--- src/rtl/cbc_pkg.sv ---
// Shared types and opcode values for the command word bus controller.
// Assumes opcodes fit in the upper part of a command word.
package cbc_pkg;

    localparam logic [7:0] OP_PING   = 8'h01;
    localparam logic [7:0] OP_READ   = 8'h02;
    localparam logic [7:0] OP_WRITE  = 8'h03;
    localparam logic [7:0] OP_POLL   = 8'h04;
    localparam logic [7:0] OP_STREAM = 8'h05;

    typedef enum logic [2:0] {
        ST_IDLE,
        ST_WCNT,
        ST_WDAT,
        ST_RCNT,
        ST_RDAT,
        ST_STRM
    } cbc_state_t;

    typedef enum logic [1:0] {
        RS_ECHO,
        RS_POLL,
        RS_RDAT
    } cbc_rsel_t;

endpackage

--- src/rtl/cbc_counter.sv ---
// Burst word counter: loaded from a count word, decremented once per
// transferred word, flags the final word. Assumes the sequencer never
// decrements a zero count.
module cbc_counter #(
    parameter int CW = 16
) (
    input  logic          clk,
    input  logic          rst_n,
    input  logic          load,
    input  logic [CW-1:0] load_val,
    input  logic          dec,
    output logic          last
);

    logic [CW-1:0] cnt_q;

    // Load has priority; otherwise count down on each transfer.
    always_ff @(posedge clk) begin
        if (!rst_n)
            cnt_q <= '0;
        else if (load)
            cnt_q <= load_val;
        else if (dec)
            cnt_q <= cnt_q - CW'(1);
    end

    assign last = (cnt_q == CW'(1));

    // a transfer is only counted while words remain in the burst.
    p_dec_live_r4: assert property (@(posedge clk) disable iff (!rst_n)
        dec |-> (cnt_q != '0));

endmodule

--- src/rtl/cbc_reply.sv ---
// Outbound word selector: the echoed command, the poll reply, or the
// peripheral's read data. Purely combinational.
module cbc_reply
    import cbc_pkg::*;
#(
    parameter int DW = 16,
    parameter int AW = 8
) (
    input  cbc_rsel_t      sel,
    input  logic [DW-1:0]  in_data,
    input  logic [DW-1:0]  bus_rdata,
    input  logic           bus_rdy,
    input  logic [AW-1:0]  addr,
    output logic [DW-1:0]  out_data
);

    localparam int OPW = DW - AW;

    // Pick the reply source for the current push.
    always_comb begin
        unique case (sel)
            RS_ECHO: out_data = in_data;
            RS_POLL: out_data = {{OPW{bus_rdy}}, addr};
            default: out_data = bus_rdata;
        endcase
    end

endmodule

--- src/rtl/cbc_fsm.sv ---
// Command sequencer: decodes the inbound head word, runs counted bursts,
// polls and streams, and raises pop/push/strobe signals. Assumes both
// FIFOs present their head word and flags combinationally (fall-through).
module cbc_fsm
    import cbc_pkg::*;
#(
    parameter int DW = 16,
    parameter int AW = 8
) (
    input  logic           clk,
    input  logic           rst_n,
    input  logic           in_empty,
    input  logic [DW-1:0]  in_data,
    output logic           in_pop,
    input  logic           out_full,
    output logic           out_push,
    input  logic           bus_rdy,
    output logic           bus_wstb,
    output logic           bus_rstb,
    output logic [AW-1:0]  bus_addr,
    output logic           cnt_load,
    output logic           cnt_dec,
    input  logic           cnt_last,
    output cbc_rsel_t      rsel
);

    localparam int OPW = DW - AW;

    cbc_state_t     state_q, state_d;
    logic [AW-1:0]  addr_q;
    logic [OPW-1:0] op;
    logic           word_zero;
    logic           rd_go;

    assign op        = in_data[DW-1:AW];
    assign word_zero = (in_data == '0);
    assign rd_go     = bus_rdy && !out_full;

    // Next state and per-cycle handshake decisions.
    always_comb begin
        state_d  = state_q;
        in_pop   = 1'b0;
        out_push = 1'b0;
        bus_wstb = 1'b0;
        bus_rstb = 1'b0;
        cnt_load = 1'b0;
        cnt_dec  = 1'b0;
        rsel     = RS_ECHO;
        unique case (state_q)
            ST_IDLE: begin
                if (!in_empty) begin
                    if (op == OPW'(OP_PING)) begin
                        if (!out_full) begin
                            in_pop   = 1'b1;
                            out_push = 1'b1;
                        end
                    end else if (op == OPW'(OP_POLL)) begin
                        if (!out_full) begin
                            in_pop   = 1'b1;
                            out_push = 1'b1;
                            rsel     = RS_POLL;
                        end
                    end else begin
                        in_pop = 1'b1;
                        if (op == OPW'(OP_WRITE))
                            state_d = ST_WCNT;
                        else if (op == OPW'(OP_READ))
                            state_d = ST_RCNT;
                        else if (op == OPW'(OP_STREAM))
                            state_d = ST_STRM;
                    end
                end
            end
            ST_WCNT, ST_RCNT: begin
                if (!in_empty) begin
                    in_pop   = 1'b1;
                    cnt_load = 1'b1;
                    if (word_zero)
                        state_d = ST_IDLE;
                    else
                        state_d = (state_q == ST_WCNT) ? ST_WDAT : ST_RDAT;
                end
            end
            ST_WDAT: begin
                if (!in_empty) begin
                    in_pop   = 1'b1;
                    bus_wstb = 1'b1;
                    cnt_dec  = 1'b1;
                    if (cnt_last)
                        state_d = ST_IDLE;
                end
            end
            ST_RDAT: begin
                if (rd_go) begin
                    out_push = 1'b1;
                    bus_rstb = 1'b1;
                    cnt_dec  = 1'b1;
                    rsel     = RS_RDAT;
                    if (cnt_last)
                        state_d = ST_IDLE;
                end
            end
            ST_STRM: begin
                if (!in_empty && !word_zero) begin
                    in_pop  = 1'b1;
                    state_d = ST_IDLE;
                end else begin
                    in_pop = !in_empty;
                    if (rd_go) begin
                        out_push = 1'b1;
                        bus_rstb = 1'b1;
                        rsel     = RS_RDAT;
                    end
                end
            end
            default: state_d = ST_IDLE;
        endcase
    end

    // State register.
    always_ff @(posedge clk) begin
        if (!rst_n)
            state_q <= ST_IDLE;
        else
            state_q <= state_d;
    end

    // Latch the port address from each decoded command word.
    always_ff @(posedge clk) begin
        if (!rst_n)
            addr_q <= '0;
        else if (state_q == ST_IDLE && in_pop)
            addr_q <= in_data[AW-1:0];
    end

    assign bus_addr = (state_q == ST_IDLE) ? in_data[AW-1:0] : addr_q;

    // FIFO handshakes respect the flags.
    p_no_underflow_r7: assert property (@(posedge clk) disable iff (!rst_n)
        in_pop |-> !in_empty);
    p_no_overflow_r7: assert property (@(posedge clk) disable iff (!rst_n)
        out_push |-> !out_full);
    // a read strobe only accompanies a ready port and an accepted push.
    p_rstb_taken_r4: assert property (@(posedge clk) disable iff (!rst_n)
        bus_rstb |-> (bus_rdy && out_push));
    // every write strobe consumes an inbound word.
    p_wstb_pop_r3: assert property (@(posedge clk) disable iff (!rst_n)
        bus_wstb |-> in_pop);
    // the address holds across a command in progress.
    p_addr_hold_r10: assert property (@(posedge clk) disable iff (!rst_n)
        (state_q != ST_IDLE && $past(state_q) != ST_IDLE) |-> $stable(bus_addr));
    // a nonzero word during a stream returns to decode.
    p_stream_stop_r6: assert property (@(posedge clk) disable iff (!rst_n)
        (state_q == ST_STRM && !in_empty && !word_zero) |=> (state_q == ST_IDLE));

endmodule

--- src/rtl/cmd_bus_ctrl.sv ---
// Command word bus controller top: joins the sequencer, the burst counter
// and the reply selector. Assumes fall-through FIFOs on both sides and an
// external bridge that routes bus_addr to one peripheral port.
module cmd_bus_ctrl
    import cbc_pkg::*;
#(
    parameter int DW = 16,
    parameter int AW = 8
) (
    input  logic           clk,
    input  logic           rst_n,
    input  logic           in_empty,
    input  logic [DW-1:0]  in_data,
    output logic           in_pop,
    input  logic           out_full,
    output logic [DW-1:0]  out_data,
    output logic           out_push,
    output logic [AW-1:0]  bus_addr,
    output logic [DW-1:0]  bus_wdata,
    output logic           bus_wstb,
    input  logic [DW-1:0]  bus_rdata,
    input  logic           bus_rdy,
    output logic           bus_rstb
);

    logic      cnt_load, cnt_dec, cnt_last;
    cbc_rsel_t rsel;

    cbc_fsm #(.DW(DW), .AW(AW)) u_fsm (
        .clk      (clk),
        .rst_n    (rst_n),
        .in_empty (in_empty),
        .in_data  (in_data),
        .in_pop   (in_pop),
        .out_full (out_full),
        .out_push (out_push),
        .bus_rdy  (bus_rdy),
        .bus_wstb (bus_wstb),
        .bus_rstb (bus_rstb),
        .bus_addr (bus_addr),
        .cnt_load (cnt_load),
        .cnt_dec  (cnt_dec),
        .cnt_last (cnt_last),
        .rsel     (rsel)
    );

    cbc_counter #(.CW(DW)) u_cnt (
        .clk      (clk),
        .rst_n    (rst_n),
        .load     (cnt_load),
        .load_val (in_data),
        .dec      (cnt_dec),
        .last     (cnt_last)
    );

    cbc_reply #(.DW(DW), .AW(AW)) u_reply (
        .sel       (rsel),
        .in_data   (in_data),
        .bus_rdata (bus_rdata),
        .bus_rdy   (bus_rdy),
        .addr      (bus_addr),
        .out_data  (out_data)
    );

    assign bus_wdata = in_data;

    // strobes stay low in the cycle after a reset edge.
    p_reset_quiet_r9: assert property (@(posedge clk)
        (rst_n && !$past(rst_n)) |-> !(bus_wstb || bus_rstb || (out_push && !in_pop)));

endmodule

--- config.mk ---
export PLATFORM = sky130hd
export DESIGN_NAME = cmd_bus_ctrl
export DESIGN_NICKNAME = d
export VERILOG_FILES = /design/src/rtl/cbc_pkg.sv /design/src/rtl/cbc_counter.sv /design/src/rtl/cbc_reply.sv /design/src/rtl/cbc_fsm.sv /design/src/rtl/cmd_bus_ctrl.sv
export SDC_FILE = /design/constraint.sdc
export NUM_CORES = 1
export LEC_CHECK = 0
export ABC_AREA = 1
export BUFFER_PORTS_ARGS = -buffer_cell sky130_fd_sc_hd__clkbuf_2
export CAP_MARGIN = 20
export CORE_UTILIZATION = 49
export CTS_BUF_LIST = sky130_fd_sc_hd__clkbuf_4 sky130_fd_sc_hd__clkbuf_8
export CTS_CLUSTER_DIAMETER = 60
export CTS_CLUSTER_SIZE = 24
export DETAILED_ROUTE_END_ITERATION = 10
export PLACE_DENSITY = 0.78
export SLEW_MARGIN = 15
export SYNTH_ARGS = -nofsm -noshare
export SYNTH_HDL_FRONTEND = slang
export SYNTH_SLANG_ARGS = --single-unit
--- constraint.sdc ---
create_clock -name clk -period 1.85 [get_ports clk]
set_input_delay 0.37 -clock clk [delete_from_list [all_inputs] [get_ports clk]]
set_output_delay 0.37 -clock clk [all_outputs]
set_load 0.02 [all_outputs]
# Word level (Yosys, flattened, before mapping)
# Cells that the tools add are included.
totals:
  reg_bits: 27
  out_inout_bits: 44
  in_bits: 37
  elab_cells: 79
op_classes:
  eq_ne: 20
  n_addsub: 1
  n_reduce_logical: 13
  n_mux: 42
ops:
  columns: ["op", "n"]
  rows:
  - ["$mux 3", 13]
  - ["$mux 16", 2]
  - ["$pmux 16 s2", 1]
  - ["$eq 16x1->1 const B", 1]
  - ["$eq 8x2->1 const B", 2]
  - ["$eq 8x3->1 const B", 2]
  - ["$logic_not 16->1", 1]
  - ["$sub 16x1->16 const B", 1]
  - ["$pmux 3 s5", 1]
  - ["$mux 1", 14]
  - ["$mux 2", 5]
  - ["$ne 2x2->1 const B", 5]
  - ["$eq 8x1->1 const B", 1]
  - ["$mux 8", 1]
  - ["$reduce_and 8->1", 1]
  - ["$eq 3x2->1 const B", 2]
  - ["$eq 3x3->1 const B", 2]
  - ["$pmux 1 s3", 2]
  - ["$pmux 2 s3", 1]
  - ["$ne 2x1->1 const B", 2]
  - ["$ne 4x1->1 const B", 1]
  - ["$pmux 1 s2", 2]
  - ["$eq 3x1->1 const B", 1]
  - ["$logic_and 1x1->1", 3]
  - ["7 further kinds", 9]

# Logic depth before layout (Yosys ltp)
# Gate-level depths: netlist of the first run.
logic_depth:
  ltp_word: 8
  mapped_depth: 11
  depth_no_buf: 11

# Modules after synthesis
# Synthesis of the first run repeated with hierarchy kept, for this count alone.
hier_totals:
  hier_cells: 410
  hier_area_um2: 2463.6
modules_own_cells:
  columns: ["mod", "area_per_inst_um2", "cells_per_inst", "instances"]
  rows:
  - ["cbc_counter", 1123.6, 172, 1]
  - ["cbc_fsm", 895.9, 159, 1]
  - ["cbc_reply", 324.1, 63, 1]
  - ["cmd_bus_ctrl", 120.1, 16, 1]

# Worst setup path before layout of the first run
# OpenSTA, ideal clock, no wires.
synth_path:
  kind: "reg-to-output"
  startpoint: "register u_fsm.state_q[2]"
  endpoint: "output out_data[5]"
  arrival_time_ns: 1.642
  n_path_buf: 2
  path_stages_with_launch: 8
  path_slack_ns: -0.162
  path_cell_list: "dfxtp_1 buf_4 inv_2 nand2_4 buf_2 o21ai_0 nand2_1 nand3_1"
synth_between:
  word_cells_on_any_way: 8
  classes_between: "3 x eq/ne; 3 x mux; 2 x reduce/logical"
synth_rtl:
  columns: ["element", "line", "rtl"]
  rows:
  - ["start: declaration", "cbc_fsm.sv:29", "cbc_state_t state_q, state_d;"]
  - ["start signal: assignment", "cbc_fsm.sv:125", "state_q <= state_d;"]
  - ["$logic_not 3->1", "cbc_fsm.sv:136", "assign bus_addr = (state_q == ST_IDLE) ? in_data[AW-1:0] : addr_q;"]
  - ["$mux 8", "cbc_fsm.sv:136", null]
  - ["named net bus_addr[5]", "cmd_bus_ctrl.sv:18", "output logic [AW-1:0] bus_addr,"]
  - ["$pmux 16 s2", "cbc_reply.sv:21", "unique case (sel)"]
  - ["end: declaration", "cmd_bus_ctrl.sv:16", "output logic [DW-1:0] out_data,"]
# The timed path passes the listed nets, and every way through them passes these cells.

# Worst setup path in the final report of the first run
layout_path:
  startpoint: "register u_fsm.state_q[0]"
  endpoint: "output out_data[11]"
layout_between:
  elab_chain_len: 4
  word_cells_on_any_way: 7
  classes_between: "3 x eq/ne; 2 x mux; 2 x reduce/logical"
layout_lines:
  columns: ["element", "line", "rtl"]
  rows:
  - ["$eq 3x3->1 / $logic_not 3->1 (equally long branches)", "cbc_fsm.sv:49", "unique case (state_q)"]
  - ["$pmux 2 s3 (*)", "cbc_fsm.sv:49", null]
  - ["$eq 2x1->1 / $logic_not 2->1 (equally long branches)", "cbc_reply.sv:21", null]
  - ["$pmux 16 s2 (*)", "cbc_reply.sv:21", null]
# Mark *: on every way between the ends. The rest lies on a longest branch, timed or not.

==> run metrics, run 1 <==
XOR/XNOR Fraction of Synth Area 1.85%; largest family of logic cells by synthesized area simple AND/OR/NAND/NOR gates; Syn Inst Count 402; post-synth cell types 33; Final #Nets between 500 and 600; Leak 1.76 nW; number of fill cells 336; CTS Hold Bufs 0; H-tree depth 1; first-pass GRT wire length 12200 um; pwr dens 989 nW/um2; initial antenna violation count 0; worst slack, placed -0.194 ns; critical path class flop to primary output; Root Driver clkbuf_8; most frequent cells in the layout nand2_1 (103), clkbuf_2 (57), buf_4 (55); total track usage 29.7%; Site Rows 24; max_slew headroom about 76%; Inst Count DP 558; grt ovf 0; GP Congestion 0.927; Yosys warning count 0; reg-to-reg startpoint u_fsm.state_q[1]; Max Slew Vio Count 0; fmax 463 MHz; CTS clock-pin slew for the worst setup and hold paths 0.10 ns; sequential cell area about 550 um2; vias in the first global route 2710; wirelength, routed 8270 um; largest net degree at the start of global routing 17; vias per cell 5.53; CP Max Fanout 8; Routed WL per cell approximately 15 um; 1st-pass router iterations 7; Post-synth ARST share 0%; RSZ-0062 raised after global routing yes; WP data required approximately 1.5 ns; top cell type's share of synthesized area between 20 and 25%; endpoint class of the critical path primary output; Hold Crit Class input pin to flop; Finished Core Util 75.8%; Worst Skew between 0.008 and 0.009 ns; Adder-Cell Fraction of Synth Area roughly 1.1%; Compound-Gate Fraction of Synth Area 12.6%; Synth area leader dfxtp_1; CP startpoint kind flop; total vias in the final route between 3000 and 4000; die width 71.5 um; multi-input logic area approximately 1600 um2; outcome complete, but fails checks; TritonCTS Buffers 3; clk_lat worst skew between 0.2 and 0.3 ns; Seq/Total Area, Yosys between 20 and 25%; post-route setup TNS -4.35 ns; die area 5120 um2; DP Wirelength roughly 5700 um; EDFF count, synth 0; Initial Utilization 52.6%; Crit path arrival time roughly 1.8 ns; hold path endpoint u_cnt.cnt_q[13]; Core Area 4500 um2; Peak VDD IR between 0.0006 and 0.0007 V; failing checks setup timing; TritonCTS clock tree done; Total Power 3.38 mW; Synth Area in Simple Gates 46.4%; DP Area 3050 um2; IO buf count 80; io pins about 80; Post-Syn Area 2370 um2; Residual DRC 0; # diodes 0; Synth Register Bits 27; CTS Buffer Depth 2; Least-Margin Pin Slew 0.355 ns; fraction of layout cells with a size suffix above 1 36.9%; final non-filler cell total 569; MaxCap Viol Count 0; hold path start rst_n; Worst R2R Path Depth 9; Mean Syn Cell Area 5.89 um2; worst hold slack between 0.4 and 0.5 ns; Tcrit/Tclk final 117%; # clock sinks 27; commonest non-fill, non-tap cell in the layout nand2_1; final setup margin -0.308 ns; Area Growth Syn to Fin 44.0%; Starting DRT DRC Count 292; post-layout min period 2.16 ns; multiplexer share of the synthesized area 0%; # setup viols final 21; final instance area 3410 um2; Final Hold Violating Endpoints 0; Synth Flop Type dfxtp_1; Worst R2R Setup Slack 0.13 ns; top cells by area, synth dfxtp_1 (23%), nand2_1 (17%), nand3_1 (11%); Die Ht 71.5 um; Synthesized Nets 441; post-route ant nets 0; hold path depth 3; worst reg2reg endpoint u_cnt.cnt_q[12]
routing by layer:
metal	vias to the layer above	wire length, um	track usage (%)
met5	-	0	0
met4	0	251	7.63
met3	28	609	3.23
met2	178	4120	52.9
met1	1428	3290	38.3
li1	1515	-	-
state kept, by name, indices dropped and copies added, names as in the netlist:
name / flops
u_fsm.state_q: 3
u_cnt.cnt_q: 16
u_fsm.addr_q: 8
cell usage after synthesis (3+ instances only):
cell	instances
a21oi_1	12
a31oi_1	9
buf_4	20
dfxtp_1	27
inv_1	38
inv_2	7
nand2_1	109
nand2_2	10
nand3_1	50
nand3_2	3
nand4_1	6
nor2_1	54
nor2_2	4
o21ai_0	20
o22ai_1	4
xor2_1	5
where the power goes:
part	internal (mW)	switching (mW)	leakage, nW	total [mW]
logic	0.881	1.37	1.51	2.25
registers	0.693	0.0834	0.221	0.776
clock network	0.151	0.196	0.0255	0.348
worst max-delay path, cell delays in order, from the launching register on:
cell	delay, ns
dfxtp_4	0.38
inv_2	0.04
or2_4	0.24
nor2_4	0.14
nand2_2	0.09
nand2_4	0.13
nand2_8	0.09
nand3_1	0.11
nand3_1	0.11
buf_2	0.18
area by class of cell:
cell class                 count  share of cell area (%)
timing repair buffer         136                    28.7
multi-input combinational    304                    46.9
sequential                    27                    16.0
clock buffer                   3                    1.21
tap                           52                    1.91
inverter                      46                    5.21
clock inverter                 1                   0.147
cells by family after synthesis:
group / Yosys count
AND/OR/NAND/NOR: 244
buffers and inverters: 72
AO/OA/AOI/OAI: 52
flip-flops: 27
XOR/XNOR: 5
adder cells (fa/ha/maj): 2
worst max path at each step:
stage | start | end | slack, ns | cells past startpoint
6_report | u_fsm.state_q[0] | out_data[11] | -0.31 | 9
5_1_grt | u_fsm.state_q[1] | out_data[6] | -0.38 | 8
2_1_floorplan | u_fsm.state_q[2] | out_data[5] | -0.16 | 7
3_5_place_dp | in_data[15] | out_data[0] | -0.19 | 11
4_1_cts | u_fsm.state_q[0] | out_data[2] | -0.21 | 9
3_3_place_gp | in_data[15] | out_data[7] | -0.16 | 10
what timing repair did:
item,CTS,global route
gates cloned,1,0
setup buffers,2,4
gates resized for setup,30,60
pin swaps,0,14
setup endpoints to repair,27,26
No activity file was read; power rests on OpenSTA's default activity.
==> run 2: changes to the inputs <==
Settings changed: CORE_UTILIZATION 49 to 50, PLACE_DENSITY 0.78 to 0.8.
==> run 2 against run 1 <==
Effect of this change:
- the run ends with DRC, setup timing left
- combinational power up 4%
- flip-flop and latch count stayed put
- clock power is 2% higher
- clock-buffer cell count up 1
- sequential power increased by 0.6%
- sequential share of layout area down 0.31 points
- die area down 1.9%
- critical path depth unchanged
- worst setup slack improved by 0.022 ns
- global-route usage up 2.1 points
- critical endpoint is now out_data[13]
- highest routed layer unchanged
==> run metrics, run 2 (synthesis results as in run 1) <==
outcome complete, but fails checks; failing checks DRC, setup timing; Peak VDD IR between 0.0007 and 0.0008 V; worst slack, placed -0.194 ns; # diodes 0; post-route setup TNS -4.45 ns; Largest register FFs 16; wirelength, routed 8520 um; CTS Hold Bufs 0; critical path class flop to primary output; die width 70.8 um; Hold Crit Class input pin to flop; CTS clock-pin slew for the worst setup and hold paths 0.09 ns; Crit path arrival time ~1.8 ns; Largest Register u_cnt.cnt_q; Residual DRC 2; H-tree depth 1; TritonCTS clock tree done; MaxCap Viol Count 0; die area 5020 um2; io pins a little over 80; # setup viols final 22; final setup margin -0.286 ns; clk_lat worst skew 0.27 ns; max_slew headroom 75.8%; final instance area 3460 um2; hold path endpoint u_cnt.cnt_q[6]; Site Rows 24; CP Max Fanout 17; 1st-pass router iterations 9; GP Congestion roughly 0.93; vias per cell about 5.7; Initial Utilization between 50 and 60%; first-pass GRT wire length 12800 um; Final #Nets 555; Worst Skew 0.00206 ns; Worst R2R Path Depth 10; hold path depth 3; post-route ant nets 0; IO buf count 80; CTS Buffer Depth 2; endpoint class of the critical path primary output; TritonCTS Buffers 3; WP data required 1.48 ns; fraction of layout cells with a size suffix above 1 38.4%; Core Area 4440 um2; fmax around 470 MHz; Die Ht 70.8 um; total track usage 31.8%; pwr dens ~1000 nW/um2; reg-to-reg startpoint u_fsm.state_q[0]; Final Hold Violating Endpoints 0; Area Growth Syn to Fin 46.1%; Root Driver clkbuf_8; DP Area a little over 3000 um2; commonest non-fill, non-tap cell in the layout nand2_1; largest net degree at the start of global routing 18; Total Power 3.48 mW; RSZ-0062 raised after global routing yes; Routed WL per cell 15.0 um; # clock sinks 27; total vias in the final route 3208; vias in the first global route roughly 2900; Tcrit/Tclk final 115%; Worst R2R Setup Slack roughly 0.11 ns; most frequent cells in the layout nand2_1 (96), buf_4 (54), clkbuf_2 (53); post-layout min period 2.14 ns; Max Slew Vio Count 0; grt ovf 0; DP Wirelength 5850 um; Least-Margin Pin Slew 0.362 ns; CP startpoint kind flop; Leak ~1.8 nW; initial antenna violation count 0; Starting DRT DRC Count 317; worst reg2reg endpoint u_fsm.addr_q[6]; largest registers u_cnt.cnt_q (16), u_fsm.addr_q (8), u_fsm.state_q (3); hold path start rst_n
## run 2: cell count changes in the layout (fill, tap and decap cells not counted), sizes merged
cell	change
clkinv	-1
nand2	-1
clkbuf	+5
buf	-5
## run 2: worst max-delay path: stages (launching register included)
cell	delay, ns
dfxtp_2	0.38
inv_2	0.04
or2_4	0.25
nor2_4	0.14
nand2_2	0.11
nand2_4	0.09
nand2_8	0.11
nand3_1	0.10
nand3_1	0.09
clkbuf_4	0.18
## run 2: worst max-delay path by stage
stage                                start            to  cells past startpoint
after floorplan           u_fsm.state_q[2]   out_data[5]                      7
after global placement          in_data[1]   out_data[4]                     11
after detailed placement       in_data[12]  out_data[15]                     11
after CTS                 u_fsm.state_q[0]   out_data[3]                      8
after global routing      u_fsm.state_q[0]   out_data[2]                      9
final                     u_fsm.state_q[0]  out_data[13]                      9
## run 2: per-stage QoR
step | util (%) | hold slack, ns | cells
detailed placement | 68.9 | 0.473 | 560
global placement | 68.9 | 0.466 | 560
CTS | 73.9 | 0.444 | 565
global route | 77.9 | 0.483 | 567
floorplan | - | 0.455 | 402
finish | 77.9 | 0.455 | 567
## run 2: area by class of cell
class	count	area, um2
repair buffers	135	1020
well taps	52	65.1
flip-flops and latches	27	543
inverters	46	175
multi-input cells	303	1620
fillers	321	981
clock buffers	4	48.8
## run 2: report_power, final
group	total (mW)	internal [mW]	switching, mW
logic	2.35	0.942	1.41
registers	0.781	0.691	0.0898
clock network	0.355	0.169	0.186
total	3.48	1.80	1.68
## run 2: timing repair
action / 4_1_cts / 5_1_grt
setup endpoints to repair: 27 / 26
resized for setup: 48 / 53
setup buffers: 1 / 2
pin swaps: 1 / 4
endpoints found under the hold margin: 0 / 0
## run 2: routing by layer
metal | track usage (%) | wire [um] | up-vias
met1 | 37.6 | 3240 | 1482
met5 | 0 | 0 | -
met3 | 3.56 | 573 | 44
met4 | 10.7 | 333 | 0
li1 | - | - | 1504
met2 | 59.3 | 4380 | 178
